<file path="src/rtl/dtt_pkg.sv">
package dtt_pkg;

  typedef enum logic {
    ST_IDLE = 1'b0,
    ST_RUN  = 1'b1
  } dtt_state_e;

  // Counter bit whose setting marks expiry for the selected range.
  function automatic int unsigned dtt_limit_bit(input logic short_sel,
                                                input int unsigned long_bit,
                                                input int unsigned short_bit);
    return short_sel ? short_bit : long_bit;
  endfunction

endpackage

</file>
<file path="src/rtl/dtt_timer.sv">
module dtt_timer
  import dtt_pkg::*;
#(
  parameter int unsigned LONG_BIT  = 15,
  parameter int unsigned SHORT_BIT = 10
) (
  input  logic clk_i,
  input  logic rst_ni,
  input  logic head_valid_i,
  input  logic retry_i,
  input  logic short_sel_i,
  output logic expire_o
);

  localparam int unsigned CNT_W = LONG_BIT + 1;
  localparam int unsigned IDX_W = (CNT_W > 1) ? $clog2(CNT_W) : 1;

  dtt_state_e       state_q;
  logic [CNT_W-1:0] cnt_q;
  logic [IDX_W-1:0] sel_idx;
  logic             hit_w;
  logic             expire_w;

  assign sel_idx  = IDX_W'(dtt_limit_bit(short_sel_i, LONG_BIT, SHORT_BIT));
  // The long-range bit always ends the count, so a range change mid-count stays bounded.
  assign hit_w    = cnt_q[sel_idx] | cnt_q[LONG_BIT];
  assign expire_w = (state_q == ST_RUN) && hit_w;
  assign expire_o = expire_w;

  always_ff @(posedge clk_i or negedge rst_ni) begin
    if (!rst_ni) begin
      state_q <= ST_IDLE;
      cnt_q   <= '0;
    end else begin
      case (state_q)
        ST_IDLE: begin
          cnt_q <= '0;
          if (head_valid_i) state_q <= ST_RUN;
        end
        default: begin
          if (expire_w || retry_i) begin
            state_q <= ST_IDLE;
            cnt_q   <= '0;
          end else begin
            cnt_q <= cnt_q + 1'b1;
          end
        end
      endcase
    end
  end


  retry_cancel_chk: assert property (@(posedge clk_i) disable iff (!rst_ni)
    (state_q == ST_RUN && retry_i && !expire_w) |=> !expire_o);


  discard_pulse_chk: assert property (@(posedge clk_i) disable iff (!rst_ni)
    expire_w |=> !expire_w);


  count_bound_chk: assert property (@(posedge clk_i) disable iff (!rst_ni)
    (state_q == ST_RUN) |-> (cnt_q <= CNT_W'(1 << LONG_BIT)));


  idle_quiet_chk: assert property (@(posedge clk_i) disable iff (!rst_ni)
    (state_q == ST_IDLE && !head_valid_i) |=> (state_q == ST_IDLE && cnt_q == '0));

endmodule

</file>
<file path="src/rtl/dtt_status.sv">
module dtt_status (
  input  logic clk_i,
  input  logic rst_ni,
  input  logic expire_i,
  input  logic clr_i,
  input  logic err_en_i,
  output logic status_o,
  output logic err_o
);

  logic status_q;

  // A new expiry takes priority over a clear in the same cycle.
  always_ff @(posedge clk_i or negedge rst_ni) begin
    if (!rst_ni) status_q <= 1'b0;
    else         status_q <= (status_q & ~clr_i) | expire_i;
  end

  assign status_o = status_q;
  assign err_o    = expire_i & err_en_i;


  status_set_chk: assert property (@(posedge clk_i) disable iff (!rst_ni)
    expire_i |=> status_q);


  status_clr_chk: assert property (@(posedge clk_i) disable iff (!rst_ni)
    (status_q && clr_i && !expire_i) |=> !status_q);


  status_hold_chk: assert property (@(posedge clk_i) disable iff (!rst_ni)
    (status_q && !clr_i) |=> status_q);

endmodule

</file>
<file path="src/rtl/dt_discard_timer.sv">
module dt_discard_timer #(
  parameter int unsigned LONG_BIT  = 15,
  parameter int unsigned SHORT_BIT = 10
) (
  input  logic clk_i,
  input  logic rst_ni,
  input  logic head_valid_i,
  input  logic retry_match_i,
  input  logic short_range_i,
  input  logic err_en_i,
  input  logic status_clr_i,
  output logic discard_o,
  output logic status_o,
  output logic serr_req_o
);

  logic expire_w;

  dtt_timer #(
    .LONG_BIT  (LONG_BIT),
    .SHORT_BIT (SHORT_BIT)
  ) i_timer (
    .clk_i        (clk_i),
    .rst_ni       (rst_ni),
    .head_valid_i (head_valid_i),
    .retry_i      (retry_match_i),
    .short_sel_i  (short_range_i),
    .expire_o     (expire_w)
  );

  dtt_status i_status (
    .clk_i    (clk_i),
    .rst_ni   (rst_ni),
    .expire_i (expire_w),
    .clr_i    (status_clr_i),
    .err_en_i (err_en_i),
    .status_o (status_o),
    .err_o    (serr_req_o)
  );

  assign discard_o = expire_w;


  err_with_discard_chk: assert property (@(posedge clk_i) disable iff (!rst_ni)
    serr_req_o |-> (discard_o && err_en_i));


  err_follows_enable_chk: assert property (@(posedge clk_i) disable iff (!rst_ni)
    (discard_o && err_en_i) |-> serr_req_o);

endmodule

</file>
<file path="config.mk">
export PLATFORM = sky130hd
export DESIGN_NAME = dt_discard_timer
export DESIGN_NICKNAME = d
export VERILOG_FILES = /design/src/rtl/dtt_pkg.sv /design/src/rtl/dtt_timer.sv /design/src/rtl/dtt_status.sv /design/src/rtl/dt_discard_timer.sv
export SDC_FILE = /design/constraint.sdc
export NUM_CORES = 1
export LEC_CHECK = 0
export BUFFER_PORTS_ARGS = -buffer_cell sky130_fd_sc_hd__buf_2
export CAP_MARGIN = 20
export CORE_ASPECT_RATIO = 1.1
export CORE_MARGIN = 2
export CORE_UTILIZATION = 59
export DETAILED_ROUTE_END_ITERATION = 6
export PLACE_DENSITY = 0.86
export SYNTH_ARGS = -nofsm -noshare
export SYNTH_HDL_FRONTEND = slang
export SYNTH_SLANG_ARGS = --single-unit
</file>
<file path="constraint.sdc">
create_clock -name clk_i -period 2.9 [get_ports clk_i]
set_input_delay 0.145 -clock clk_i [delete_from_list [all_inputs] [get_ports clk_i]]
set_output_delay 0.145 -clock clk_i [all_outputs]
set_load 0.01 [all_outputs]
</file>
Yosys cells after proc, flatten, opt, wreduce, memory -nomap -nowiden. Index checks and enable logic that the tools add are counted.

Bits in registers: 18. Input bits: 7. Output and inout bits: 3.

Add/sub/neg operators: 1. Magnitude comparators: 1. Multiplexer cells: 8. Bitwise operators: 5. Reductions and logical operators: 2.

Operators with widths (count): $mux W16 (2); $add A16 B1 Y16 const B (1); $lt A4 B5 Y1 const B (1); $bmux W1 S4 (1); $mux W1 (4); $mux W3 (1); $and A1 B1 Y1 (2); $or A1 B1 Y1 (2); $logic_and A1 B1 Y1 (1); $logic_or A1 B1 Y1 (1); $not A1 Y1 (1).

Depth between registers and ports, before layout.
Word-level depth: 8. Depth in mapped cells: 5.

Modules after synthesis. From an unflattened synthesis, not the netlist that was laid out.

Cell total of the unflattened synthesis: 83. Area total of the unflattened synthesis: 867.1 um^2.

Modules (own cells, without submodules): dtt_timer (times used 1, cells each 79, area an instance 824.5 um^2); dtt_status (times used 1, cells each 4, area an instance 42.5 um^2).

Worst setup path after synthesis. OpenSTA, ideal clock, no wires.

Kind: flip-flop to flip-flop. Start point: register i_timer.cnt_q[0]. End point: register i_timer.cnt_q[12]. Arrival: 1.125 ns. Path slack: 1.653 ns. Stages on the path, launching flop included: 6. Cells stage by stage: dfrtp_1 > ha_1 > nand2_1 > nor4_2 > xnor2_1 > nor2_1.

Word-level cells in the longest chain between the ends: 7.

RTL lines: start: declaration (line dtt_timer.sv:19) `logic [CNT_W-1:0] cnt_q;`; start signal: assignment (line dtt_timer.sv:45) `cnt_q <= cnt_q + 1'b1;`; $bmux W1 S4 (line dtt_timer.sv:26) `assign hit_w = cnt_q[sel_idx] | cnt_q[LONG_BIT];`; $mux W1 (implied by the code) (line dtt_timer.sv:26); $or A1 B1 Y1 (line dtt_timer.sv:26); $logic_and A1 B1 Y1 (line dtt_timer.sv:27) `assign expire_w = (state_q == ST_RUN) && hit_w;`; $logic_or A1 B1 Y1 (line dtt_timer.sv:41) `if (expire_w || retry_i) begin`; $mux W16 (*) (line dtt_timer.sv:41); $mux W16 (*) (line dtt_timer.sv:35) `case (state_q)`.

Mark *: on every way between the ends. The rest lies on a longest branch, timed or not. The select of a mux whose other input is x is not followed.

Worst setup path in the final report.
Start point: register i_timer.cnt_q[10]. End point: register i_timer.cnt_q[14].

The elaborated chain is that of the path after synthesis.

==> flow_metrics.py <==
metrics = {
    "status": {
        "status": "completed",
    },
    "routing": {
        "via_per_inst": 5.41,
        "drtIter0Drc": 5,
        "routed-via-count": 606,
        "wl_per_cell_um": 13.9,
        "routed_wl_um": 1560,
        "drc": 0,
        "drt_pass1_iterations": 4,
        "ant_nets": 0,
    },
    "critical_path": {
        "required_ns": 3.14,
        "crit_buf_inv": 0,
        "cp_slowest_cell": "nand3b_1",
        "crit_chain": "a21oi_1, nand3b_1, or2_1, mux2i_1",
        "arrival_ns": 1.93,
        "end_kind": "register",
        "path_class": "register to register",
        "timing.rr.start": "i_timer.cnt_q[10]",
        "rrSetupSlack_ns": 1.20,
        "max_stage_delay_ns": 0.46,
        "startpoint_type": "register",
        "crit_path_max_fanout": 16,
        "critPathTopFamily": "simple AND/OR/NAND/NOR gates",
        "critPathLaunch": "i_timer.cnt_q[10]",
    },
    "logic_synthesis": {
        "synth_xor_area_frac": 0.111,
        "yosysSeqAreaShare": 0.519,
        "ys.flop_type": "dfrtp_1",
        "synth-edff-count": 0,
        "synth_top_cell_by_area": "dfrtp_1",
        "yosys_warnings": 0,
        "synth_compound_area_frac": 0.0317,
        "mappedNetlistArea_um2": 867,
        "synthesis.nets": 91,
        "async_flop_share": 1.00,
        "synth_simple_gate_area_frac": 0.284,
        "synth_top_family_by_area": "simple AND/OR/NAND/NOR gates",
        "ys_top_cells_by_count": "dfrtp_1, nor2_1, xnor2_1",
        "synthAdderAreaFrac": 0.0144,
        "ys_ff_latch": 18,
        "synth.area.top_cells": "dfrtp_1, xnor2_1, nor2_1, nand4_4, nor4_4",
        "synth_mux_area_frac": 0.0115,
        "ys_types": 27,
        "netlist.area_leader.share": 0.519,
        "synth.avg_cell_area_um2": 10.4,
        "synth.most_common_cell": "dfrtp_1",
        "synthCells": 83,
    },
    "floorplan": {
        "die-area_um2": 1790,
        "ioPinCount": 10,
        "initial_core_util": 0.635,
        "core_area_um2": 1370,
        "rows": 14,
        "die_h_um": 44.2,
        "die_w_um": 40.6,
    },
    "timing": {
        "hold_viol_final": 0,
        "fin_crit_sh": 0.585,
        "relSlewSlack": 0.612,
        "drv_slew": 0,
        "rsz0062_at_grt": "no",
        "fin_ws_ns": 1.20,
        "fin_worst_skew_ns": 0.00694,
        "setup_viol_count_final": 0,
        "tns_ns": 0,
        "worst_slew_pin_slew_ns": 0.580,
        "max_freq_ghz": 0.590,
        "min_period_ns": 1.70,
    },
    "worst_hold_path": {
        "min_from": "head_valid_i",
        "hold_class": "primary input to register",
    },
    "power": {
        "power.density_nw_per_um2": 450,
        "p_total_w": 0.000438,
        "p_leak_nw": 0.446,
        "irDropWorstVdd_v": 0.000371,
    },
    "clocking": {
        "clk_latency_ns": 0.30,
        "htree_num_levels": 1,
        "clock-sinks": 18,
        "ctsHoldBuffers": 1,
        "root_buffer": "clkbuf_4",
        "cts_resized": 0,
        "cts_tree": "yes",
        "clk_pin_slew_ns": 0.10,
        "cts_buffers": 3,
        "cts_buffer_depth": 2,
        "post_cts_buffers": 0,
    },
    "placement": {
        "dpl_worst_slack_ns": 1.21,
        "io_buffers": 9,
        "dp_hpwl_um": 1070,
        "place_congestion": 0.739,
    },
    "grt": {
        "grt_use_total": 0.223,
        "grt-ovfl-total": 0,
        "grt_pass1_wl_um": 2660,
        "grt_max_degree": 19,
        "grt_pass1_vias": 615,
        "antenna_found_initial": 0,
    },
    "layout": {
        "layout-drive-gt1-share": 0.198,
        "fill_cells": 107,
        "area_growth_pct": 12.3,
        "multi_input_comb_area_um2": 393,
        "regArea_um2": 450,
        "antennaDiodeCount": 0,
        "finalNetCount": 105,
    },
    "run": {
        "drv_cap": 0,
    },
}
## cell type report
cell class / instances / share of cell area
sequential: 18 / 0.463
multi-input combinational: 59 / 0.404
timing repair buffer: 10 / 0.0566
clock buffer: 4 / 0.0373
tap: 16 / 0.0206
inverter: 5 / 0.0193
## final timing paths
kind | end | cells past startpoint
max | i_timer.cnt_q[14] | 4
min | i_timer.state_q | 3
max reg2reg | i_timer.cnt_q[14] | 4
min reg2reg | i_status.status_o | 1
max in group asynchronous | i_timer.cnt_q[1] | 2
min in group asynchronous | i_timer.cnt_q[0] | 2
## logic make-up after synthesis
family / Yosys count
mux: 1
flops: 18
buf+inv: 6
xor+xnor: 11
simple gates: 41
fa+ha+maj: 1
compound gates: 5
## metrics by stage
step / utilization / hold slack, ns / cell area, µm² / cells
2_1_floorplan: - / -0.151 / 867 / 83
3_3_place_gp: 0.679 / 0.0898 / 927 / 107
3_5_place_dp: 0.679 / 0.0922 / 927 / 107
4_1_cts: 0.712 / 0.0804 / 973 / 112
5_1_grt: 0.712 / 0.109 / 973 / 112
6_report: 0.712 / 0.0789 / 973 / 112
## report_power, final
part | switching [W] | internal [W]
Combinational | 0.0000146 | 0.00000793
Sequential | 0.00000378 | 0.000255
Clock | 0.0000801 | 0.0000767
Total | 0.0000985 | 0.000340
## state kept, by name (all words and copies together), names as in the netlist
| name | flops |
|---|---|
| i_timer.cnt_q | 16 |
| i_status.status_o | 1 |
| i_timer.state_q | 1 |
## cell usage in the layout (no fill, tap or decap)
master         count
nand4_2            1
or2_1              1
dfrtp_1           18
inv_1              5
nor4_2             1
nor4_4             1
nand4_4            1
dlygate4sd3_1      1
nand3_1            4
nand2_1            4
nor2b_1            1
nand4b_1           1
clkbuf_8           1
nand3_2            1
a21oi_1            2
nand3b_1           1
nor3_1             4
clkbuf_4           3
o21ai_0            2
or3_1              1
xor2_1             2
mux2i_1            1
and2_1             1
a21o_1             1
nand4_1            1
nor2_2             1
ha_1               1
nor2_1            16
xnor2_1            9
buf_2              9
## worst reg2reg max path, cell delays in order (launching register included)
cell	delay (ns)
dfrtp_1	0.43
a21oi_1	0.23
nand3b_1	0.46
or2_1	0.39
mux2i_1	0.12
## layer usage
layer  up-vias  GRT usage  share of wire
met5         -          0              0
met3         5     0.0402          0.028
met4         0      0.127          0.024
met1       293      0.285           0.45
met2         8      0.346           0.49
li1        300          -              -
Power figures use the tool's default switching activity.
